$ cat src/rtl/parcfg_pkg.sv
`timescale 1ns/1ps
package parcfg_pkg;

  localparam int SYNC_LEN = 8;

  typedef enum logic [2:0] {
    ST_IDLE,
    ST_PROG,
    ST_INITLO,
    ST_INITHI,
    ST_PRE,
    ST_PAY,
    ST_CLOSE
  } cfgState_t;

  // strobes from sequencer to datapath
  typedef struct packed {
    logic clrXfer;
    logic inPre;
    logic inPay;
  } dpStrobe_t;

  // padding bytes, then the sync word
  function automatic logic [7:0] preambleByte(input int idx, input int dummies);
    logic [7:0] b;
    if (idx < dummies) begin
      b = 8'hFF;
    end else begin
      case (idx - dummies)
        0, 1, 2, 3: b = 8'hFF;
        4:          b = 8'hAA;
        5:          b = 8'h99;
        6:          b = 8'h55;
        7:          b = 8'h66;
        default:    b = 8'h00;
      endcase
    end
    return b;
  endfunction

endpackage

$ cat src/rtl/parcfg_ctrl.sv
`timescale 1ns/1ps
module parcfg_ctrl
  import parcfg_pkg::*;
#(
  parameter int PROG_CYCLES  = 4,
  parameter int INIT_TIMEOUT = 64
) (
  input  logic       clk,
  input  logic       rstN,
  input  logic       start,
  input  logic       partialMode,
  input  logic       initN,
  input  logic       preEnd,
  input  logic       payEnd,
  output dpStrobe_t  strb,
  output logic       progN,
  output logic       rdwrN,
  output logic       done,
  output logic       error
);

  localparam int CNT_MAX = (PROG_CYCLES > INIT_TIMEOUT) ? PROG_CYCLES : INIT_TIMEOUT;
  localparam int CNT_W   = $clog2(CNT_MAX + 1);
  localparam logic [CNT_W-1:0] PROG_LAST = CNT_W'(PROG_CYCLES - 1);
  localparam logic [CNT_W-1:0] WAIT_LAST = CNT_W'(INIT_TIMEOUT - 1);

  cfgState_t        state;
  logic [CNT_W-1:0] cnt;
  logic             errQ;
  logic             modeQ;

  always_ff @(posedge clk) begin
    if (!rstN) begin
      state <= ST_IDLE;
      cnt   <= '0;
      errQ  <= 1'b0;
      modeQ <= 1'b0;
    end else begin
      case (state)
        ST_IDLE: begin
          if (start) begin
            errQ  <= 1'b0;
            modeQ <= partialMode;
            cnt   <= '0;
            state <= partialMode ? ST_PRE : ST_PROG;
          end
        end
        ST_PROG: begin
          if (cnt == PROG_LAST) begin
            cnt   <= '0;
            state <= ST_INITLO;
          end else begin
            cnt <= cnt + 1'b1;
          end
        end
        ST_INITLO: begin
          if (!initN) begin
            cnt   <= '0;
            state <= ST_INITHI;
          end else if (cnt == WAIT_LAST) begin
            errQ  <= 1'b1;
            state <= ST_IDLE;
          end else begin
            cnt <= cnt + 1'b1;
          end
        end
        ST_INITHI: begin
          if (initN) begin
            cnt   <= '0;
            state <= ST_PRE;
          end else if (cnt == WAIT_LAST) begin
            errQ  <= 1'b1;
            state <= ST_IDLE;
          end else begin
            cnt <= cnt + 1'b1;
          end
        end
        ST_PRE:   if (preEnd) state <= ST_PAY;
        ST_PAY:   if (payEnd) state <= ST_CLOSE;
        ST_CLOSE: state <= ST_IDLE;
        default:  state <= ST_IDLE;
      endcase
    end
  end

  always_comb begin
    strb.inPre   = (state == ST_PRE);
    strb.inPay   = (state == ST_PAY);
    strb.clrXfer = !(strb.inPre || strb.inPay);
  end

  assign progN = (state != ST_PROG);
  assign rdwrN = !(state == ST_PRE || state == ST_PAY);
  assign done  = (state == ST_CLOSE);
  assign error = errQ;


  partial_no_prog_chk: assert property (@(posedge clk) disable iff (!rstN)
    (modeQ && state != ST_IDLE) |-> progN);


  prog_width_chk: assert property (@(posedge clk) disable iff (!rstN)
    $rose(progN) |-> (!$past(progN, 1) && !$past(progN, 2) &&
                      !$past(progN, 3) && !$past(progN, 4)));


  done_single_chk: assert property (@(posedge clk) disable iff (!rstN)
    done |=> !done);


  error_source_chk: assert property (@(posedge clk) disable iff (!rstN)
    $rose(errQ) |-> ($past(state) == ST_INITLO || $past(state) == ST_INITHI));

endmodule

$ cat src/rtl/parcfg_dpath.sv
`timescale 1ns/1ps
module parcfg_dpath
  import parcfg_pkg::*;
#(
  parameter int DUMMY_BYTES = 2
) (
  input  logic       clk,
  input  logic       rstN,
  input  dpStrobe_t  strb,
  input  logic       busy,
  input  logic [7:0] srcData,
  input  logic       srcValid,
  input  logic       srcLast,
  output logic       srcReady,
  output logic [7:0] cfgData,
  output logic       cfgDataOe,
  output logic       preEnd,
  output logic       payEnd
);

  localparam int PRE_LEN = DUMMY_BYTES + SYNC_LEN;
  localparam int IDX_W   = $clog2(PRE_LEN + 1);
  localparam logic [IDX_W-1:0] IDX_END = IDX_W'(PRE_LEN);

  logic [7:0]       dataQ;
  logic             haveQ;
  logic             lastQ;
  logic [IDX_W-1:0] idxQ;
  logic             consume;

  assign consume  = haveQ && !busy;
  assign srcReady = strb.inPay && !busy && !lastQ;
  assign preEnd   = strb.inPre && consume && (idxQ == IDX_END);
  assign payEnd   = strb.inPay && consume && lastQ;

  always_ff @(posedge clk) begin
    if (!rstN) begin
      dataQ <= '0;
      haveQ <= 1'b0;
      lastQ <= 1'b0;
      idxQ  <= '0;
    end else if (strb.clrXfer) begin
      haveQ <= 1'b0;
      lastQ <= 1'b0;
      idxQ  <= '0;
    end else if (!busy) begin
      if (strb.inPre) begin
        if (idxQ < IDX_END) begin
          dataQ <= preambleByte(int'(idxQ), DUMMY_BYTES);
          haveQ <= 1'b1;
          idxQ  <= idxQ + 1'b1;
        end else begin
          haveQ <= 1'b0;
        end
      end else if (strb.inPay) begin
        if (srcValid && !lastQ) begin
          dataQ <= srcData;
          haveQ <= 1'b1;
          lastQ <= srcLast;
        end else begin
          haveQ <= 1'b0;
        end
      end
    end
  end

  assign cfgData   = dataQ;
  assign cfgDataOe = haveQ;


  busy_hold_chk: assert property (@(posedge clk) disable iff (!rstN)
    (busy && cfgDataOe) |=> (cfgDataOe && $stable(cfgData)));

endmodule

$ cat src/rtl/parcfg_loader.sv
`timescale 1ns/1ps
module parcfg_loader
  import parcfg_pkg::*;
#(
  parameter int DUMMY_BYTES  = 2,
  parameter int PROG_CYCLES  = 4,
  parameter int INIT_TIMEOUT = 64
) (
  input  logic       clk,
  input  logic       rstN,
  input  logic       start,
  input  logic       partialMode,
  input  logic [7:0] srcData,
  input  logic       srcValid,
  input  logic       srcLast,
  output logic       srcReady,
  output logic       progN,
  output logic       csN,
  output logic       rdwrN,
  output logic [7:0] cfgData,
  output logic       cfgDataOe,
  input  logic       initN,
  input  logic       busy,
  output logic       done,
  output logic       error
);

  dpStrobe_t strb;
  logic      preEnd;
  logic      payEnd;
  logic      oe;

  parcfg_ctrl #(
    .PROG_CYCLES (PROG_CYCLES),
    .INIT_TIMEOUT(INIT_TIMEOUT)
  ) uCtrl (
    .clk        (clk),
    .rstN       (rstN),
    .start      (start),
    .partialMode(partialMode),
    .initN      (initN),
    .preEnd     (preEnd),
    .payEnd     (payEnd),
    .strb       (strb),
    .progN      (progN),
    .rdwrN      (rdwrN),
    .done       (done),
    .error      (error)
  );

  parcfg_dpath #(
    .DUMMY_BYTES(DUMMY_BYTES)
  ) uDpath (
    .clk      (clk),
    .rstN     (rstN),
    .strb     (strb),
    .busy     (busy),
    .srcData  (srcData),
    .srcValid (srcValid),
    .srcLast  (srcLast),
    .srcReady (srcReady),
    .cfgData  (cfgData),
    .cfgDataOe(oe),
    .preEnd   (preEnd),
    .payEnd   (payEnd)
  );

  assign cfgDataOe = oe;
  assign csN       = !oe;


  cs_needs_write_chk: assert property (@(posedge clk) disable iff (!rstN)
    !csN |-> !rdwrN);

endmodule

$ cat config.mk
export PLATFORM = sky130hd
export DESIGN_NAME = parcfg_loader
export DESIGN_NICKNAME = d
export VERILOG_FILES = /design/src/rtl/parcfg_pkg.sv /design/src/rtl/parcfg_ctrl.sv /design/src/rtl/parcfg_dpath.sv /design/src/rtl/parcfg_loader.sv
export SDC_FILE = /design/constraint.sdc
export NUM_CORES = 1
export LEC_CHECK = 0
export ABC_AREA = 1
export BUFFER_PORTS_ARGS = -buffer_cell sky130_fd_sc_hd__buf_2
export CAP_MARGIN = 10
export CORE_MARGIN = 2
export CORE_UTILIZATION = 49
export CTS_CLUSTER_DIAMETER = 40
export DETAILED_ROUTE_END_ITERATION = 12
export PLACE_DENSITY = 0.75
export RECOVER_POWER = 100
export SYNTH_ARGS = -nofsm -noshare
export SYNTH_HDL_FRONTEND = slang
export SYNTH_SLANG_ARGS = --single-unit
$ cat constraint.sdc
create_clock -name clk -period 1.4 [get_ports clk]
set_clock_uncertainty 0.15 [all_clocks]
set_input_delay 0.07 -clock clk [delete_from_list [all_inputs] [get_ports clk]]
set_output_delay 0.07 -clock clk [all_outputs]
set_load 0.01 [all_outputs]
==> impl_metrics.toml, run 1 <==
[routing]
drt_iter0_drc = 369
routed_wl_um = 8160
detail_route.first_pass.iterations = 8
post_drt_via_cell_ratio = 6.08
wl_per_cell_um = 20.5
vias = 2425
antenna_left = 0
drc = 0

[layout]
fin_nets = 378
synthToLayoutAreaGrowth_pct = 74.5
diodes = 0
drive_gt1_share_pct = 46.2
final_cell_area_mm2 = 0.00280
layout_common_cells = "69 x nand2_1, 34 x buf_4, 29 x inv_1"
final_common_cell = "nand2_1"

[synth]
ys_ff_latch = 25
synth.avg_cell_area_um2 = 6.04
syn-cell-area_mm2 = 0.00160
synth_cells = 265
synth_nets = 287
yosysWarnings = 0
ys_seq_area_share_pct = 31.3
synth_cell_types = 22

[die]
io_pins = 31
rows = 20
initial_utilization_pct = 52.0
fp.dieW_um = 61.2
die_h_um = 61.2
dieArea_mm2 = 0.00374
coreArea_mm2 = 0.00308

[pwr]
power.density_mw_per_mm2 = 1390
vdd_ir_drop_max_uv = 1280
p_clk_share_pct = 10.0
power_frac_seq_pct = 24.7
combPwrFrac_pct = 65.3
power_switching_mw = 1.88
switching_share_pct = 48.6
leakage_nw = 1.28
internal-power_mw = 2.00

[placed_design]
dpl.hpwl_um = 3160
place.port_buffers = 30
dpl-instance-area_mm2 = 0.00209
place.gp.congestion = 0.927

[sta]
tightestPinTransition_ps = 384
report.final.slew_viol_count = 0
fmax_mhz = 562
setup_viol = 29
min_period_over_period_pct = 127
hold_viol = 0
hold_ws_ps = 7.56
setup_slack_ps = -379
rsz0062_at_grt = "yes"
fin_crit_ps = 1780
max_slew_margin_pct = 74.2

[critical_path]
critPathMaxFanout = 5
cp.arrival_ps = 1890
reg2reg_slack_ps = -380
r2r-start = "uDpath.idxQ[3]"
crit_path_end = "uDpath.cfgData[2]"
rr_worst_depth = 8
r2r-end = "uDpath.cfgData[2]"
crit_path_start_kind = "register"
end_kind = "register"
crit_start = "uDpath.idxQ[3]"
critical_path_class = "register to register"
crit_required_ps = 1510

[global_routing]
grt_max_degree = 16
first_global_vias = 1973
grt_overflow = 0
grt.total_usage_pct = 32.5
antenna_found_initial = 0
grt_pass1_wl_um = 8980

[status]
outcome = "finished, violations left"
violations = "setup timing"

[clocking]
clkLatencyLatePin_ps = 340
htreeDepth = 1
cts_buffer_depth = 2
numCtsBuffers = 3
clock_sinks = 25
cts_tree = "done"
clkSlewWorstSetupHoldPaths_ps = 170
cts_root_buf = "clkbuf_4"

[flow_run]
maxCapViolCount = 0

[hold_path]
hp-class = "input port to register"
## flip-flops by register name, indices dropped and copies added (netlist names)
name	cells
uCtrl.cnt	7
uCtrl.error	1
uCtrl.state	3
uDpath.cfgData	8
uDpath.cfgDataOe	1
uDpath.idxQ	4
uDpath.lastQ	1
## worst max-delay path: stages, from the launching register on
cell and delay (ps):
dfxtp_2 440, inv_1 160, ha_4 300, nand3b_1 130, nand2_1 110, nand2_1 130
nand2_1 90, nor2_1 130, nor2_1 60
## worst min path at each step
| stage | from | endpoint | slack [ps] | cells after the start |
|---|---|---|---|---|
| 6_report | rstN | uCtrl.state[2] | 8 | 4 |
| 2_1_floorplan | rstN | uCtrl.cnt[0] | 40 | 2 |
| 5_1_grt | rstN | uDpath.cfgData[0] | 10 | 4 |
| 3_5_place_dp | srcLast | uDpath.lastQ | 210 | 3 |
| 4_1_cts | srcValid | uDpath.lastQ | 4 | 5 |
| 3_3_place_gp | srcLast | uDpath.lastQ | 210 | 3 |
## logic make-up (layout without fill, tap and decap cells)
logic type      after synthesis  count (layout)  synth area share, %
simple gates                159             161                 42.0
buf+inv                      46             134                 12.6
compound gates               29              29                 9.53
flops                        25              25                 31.3
fa+ha+maj                     6               6                 4.69
## area by class of cell
cell class | count | area [um^2]
multi-input combinational | 196 | 1360
timing repair buffer | 88 | 659
sequential | 25 | 522
fill | 127 | 283
inverter | 42 | 175
tap | 44 | 55.1
clock buffer | 3 | 22.5
clock inverter | 1 | 6.26
## synthesized netlist by cell type
master / n / share of area (%)
inv_2: 1 / 0.23
nand2_4: 2 / 1.4
and2_1: 1 / 0.39
nor2_1: 36 / 8.4
nor2_2: 1 / 0.39
o21ai_0: 10 / 3.1
inv_1: 41 / 9.6
ha_1: 6 / 4.7
nand4_1: 3 / 1.2
a21oi_1: 16 / 5.0
a31oi_1: 1 / 0.39
buf_6: 2 / 1.4
o211ai_1: 1 / 0.47
clkbuf_8: 1 / 0.86
dfxtp_1: 25 / 31
buf_4: 1 / 0.47
nand3_1: 19 / 5.9
nand3b_1: 2 / 0.94
o21ai_2: 1 / 0.55
nor2_4: 1 / 0.70
nand2_1: 87 / 20
nor3_1: 7 / 2.2
## layer usage
layer  vias up  routed length, um  global-route usage, %
met5         -                  0                      0
li1       1006                  -                      -
met1      1099               2870                   40.2
met3        71               1040                   5.46
met2       249               3680                   56.1
met4         0                569                   13.0
## power groups by stage
stage | Combinational (mW) | Clock, mW | Sequential, mW
floorplan | 0.861 | 0 | 0.937
global placement | 1.39 | 0 | 0.913
detailed placement | 1.41 | 0 | 0.917
CTS | 1.82 | 0.353 | 0.923
global route | 2.63 | 0.397 | 0.966
finish | 2.54 | 0.387 | 0.960
## timing repair
| action | CTS | global route |
|---|---|---|
| buffers inserted | 11 | 5 |
| setup endpoints to repair | 28 | 28 |
| pin swaps | 23 | 34 |
| hold endpoints to repair | 10 | 0 |
| cloned | 2 | 0 |
| gates resized for setup | 60 | 73 |
| hold buffers | 10 | 0 |
## stage by stage
stage | worst slack, ps | util [%] | setup TNS, ps | instances | power (mW)
3_3_place_gp | -106 | 67.8 | -1580 | 369 | 2.31
3_5_place_dp | -139 | 67.8 | -2030 | 369 | 2.32
2_1_floorplan | -67.6 | - | -527 | 265 | 1.80
6_report | -379 | 90.8 | -5600 | 399 | 3.88
5_1_grt | -375 | 90.8 | -6450 | 399 | 3.99
4_1_cts | -107 | 81.0 | -1380 | 395 | 3.10
(Power assumes the default switching activity.)
==> run 2: changes to the inputs <==
--- a/config.mk
+++ b/config.mk
@@ -5,7 +5,6 @@
 export SDC_FILE = /design/constraint.sdc
 export NUM_CORES = 1
 export LEC_CHECK = 0
-export ABC_AREA = 1
 export BUFFER_PORTS_ARGS = -buffer_cell sky130_fd_sc_hd__buf_2
 export CAP_MARGIN = 10
 export CORE_MARGIN = 2
==> run 2 against run 1 <==
The run still ends with setup timing left. Wire length fell by 3.1%. Fmax fell by 4.1%. Sequential cell count did not move. Sequential power down 11%. Die area shrank 6.0%. Register-to-register slack worse by 80 ps. Non-clock buffer count increased by 23. Clock power is 5.4% higher. Hold slack improved by 92 ps. Combinational power decreased by 19%. Global-route usage rose by 3.6 points.
==> impl_metrics.toml, run 2 <==
[clocking]
numCtsBuffers = 3
clock_sinks = 25
cts_tree = "done"
cts_root_buf = "clkbuf_4"
htreeDepth = 1
cts_buffer_depth = 2
clkSlewWorstSetupHoldPaths_ps = 180
clkLatencyLatePin_ps = 360

[status]
violations = "setup timing"
outcome = "finished, violations left"

[synth]
synth_nets = 199
synthFlopType = "dfxtp_1"
synth.avg_cell_area_um2 = 8.47
ys_seq_area_share_pct = 33.4
yosysWarnings = 0
synth_cells = 177
synth_largest_area_cell = "dfxtp_1"
yosys-top-cells-area = "dfxtp_1 33%, ha_1 5.0%, nor2_1 4.8%"
synth_most_common_cell = "dfxtp_1"
synth_top_area_share_pct = 33.4
synth_cell_types = 51
synth_edf_count = 0
async_flop_share_pct = 0
ys_ff_latch = 25
syn-cell-area_mm2 = 0.00150
synthTopCellsByCount = "25 x dfxtp_1, 19 x nor2_1, 11 x nand2_1"

[routing]
detail_route.first_pass.iterations = 5
vias = 2125
drc = 0
routed_wl_um = 7900
met1_length_um = 2870
highest_layer = "met4"
antenna_left = 0
wl_met3_um = 747
post_drt_via_cell_ratio = 6.75
wl_per_cell_um = 25.1
wl_met2_um = 3710
drt_iter0_drc = 254

[placed_design]
dpl-instance-area_mm2 = 0.00202
dp.cells = 269
place.port_buffers = 30
dpl.hpwl_um = 3170
place.gp.congestion = 0.836

[critical_path]
critPathMaxFanout = 5
cp.arrival_ps = 2010
crit_path_start_kind = "register"
crit_required_ps = 1560
crit_buf_inv = 1
end_kind = "register"
critical_path_class = "register to register"
crit_chain = "or3b_4 > nand3b_1 > a21oi_4 > buf_6 > nor2_4 > o2bb2ai_1"
crit_family = "simple AND/OR/NAND/NOR gates"
crit_path_top_delay_cell = "or3b_4"
max_stage_delay_ps = 450

[layout]
fin_nets = 305
diodes = 0
final_cells = 315
final_common_cell = "buf_4"
largest_reg_flops = 8
final_cell_area_mm2 = 0.00277
drive_gt1_share_pct = 58.5
synthToLayoutAreaGrowth_pct = 84.8
layout_common_cells = "54 x buf_4, 18 x buf_2, 15 x dfxtp_1"

[global_routing]
grt_max_degree = 16
grt.total_usage_pct = 36.1
grt_overflow = 0
antenna_found_initial = 0
grt_pass1_wl_um = 9450
first_global_vias = 1939

[sta]
min_period_over_period_pct = 133
fin_crit_ps = 1860
hold_ws_ps = 99.9
max_slew_margin_pct = 76.3
setup_viol = 28
rsz0062_at_grt = "yes"
setup_slack_ps = -456
tightestPinTransition_ps = 352
tns_ps = -9140
hold_viol = 0
fmax_mhz = 539
report.final.slew_viol_count = 0

[pwr]
vdd_ir_drop_max_uv = 849
leakage_nw = 1.12
power.total_mw = 3.33
power.density_mw_per_mm2 = 1200

[die]
fp.dieW_um = 59.3
initial_utilization_pct = 50.3
io_pins = 31
die_h_um = 59.3
dieArea_mm2 = 0.00352
coreArea_mm2 = 0.00298
rows = 20

[hold_path]
hp-class = "input port to register"

[flow_run]
maxCapViolCount = 0
[run 2: cell types whose count changed after synthesis, moves of 5 or more]
cell       delta
a21oi_1       -7
inv_1        -33
nand2_1      -76
nand3_1      -13
nor2_1       -17
o2bb2ai_1     +5
[run 2: tightest hold or removal path, stage by stage]
cell     delay [ps]
buf_2            90
nor2b_1         160
o31ai_1          90
a22o_1          180
[run 2: metrics by stage]
stage	util, %	setup slack [ps]
2_1_floorplan	-	-312
3_3_place_gp	67.8	-275
3_5_place_dp	67.8	-336
4_1_cts	85.5	-322
5_1_grt	93.0	-484
6_report	93.0	-456
[run 2: layout make-up]
cell class | count | area, um^2
multi-input combinational | 134 | 1280
clock inverter | 1 | 7.51
fill | 97 | 208
timing repair buffer | 111 | 862
tap | 33 | 41.3
inverter | 8 | 36.3
sequential | 25 | 518
clock buffer | 3 | 22.5
[run 2: final timing paths]
path / start / end / slack [ps] / cells past startpoint
max reg2reg: uCtrl.state[1] / uDpath.cfgData[2] / -460 / 6
max: uCtrl.state[1] / uDpath.cfgData[2] / -460 / 6
min: partialMode / uCtrl.state[0] / 100 / 4
min reg2reg: uDpath.cfgData[3] / uDpath.cfgData[3] / 340 / 1
[run 2: cells by family (layout without fill, tap and decap cells)]
kind of cell    count (synthesis)  after routing  share of synthesized area [%]
simple gates                   69             69                           26.2
compound gates                 55             55                           27.5
fa+ha+maj                       6              6                           5.01
buf+inv                        18            123                           5.59
xor+xnor                        4              4                           2.34
flops                          25             25                           33.4
[run 2: per-layer routing]
layer / GRT usage [%] / vias up
li1: - / 874
met1: 43.0 / 993
met2: 63.1 / 196
met3: 4.15 / 62
met4: 18.8 / 0
met5: 0 / -
[run 2: repair_timing]
| action | 4_1_cts | 5_1_grt |
|---|---|---|
| buffers inserted | 17 | 14 |
| endpoints found under the hold margin | 15 | 0 |
| endpoints found under the setup margin | 27 | 27 |
| gates resized for setup | 55 | 28 |
| hold buffers | 13 | 0 |
| pin swaps | 20 | 17 |
| cloned | 1 | 0 |
[run 2: power breakdown]
part           leakage [nW]  internal [mW]  switching [mW]
Combinational         0.898           1.00            1.06
Sequential            0.207          0.788          0.0689
Clock                0.0139          0.110           0.299
Total                  1.12           1.90            1.43
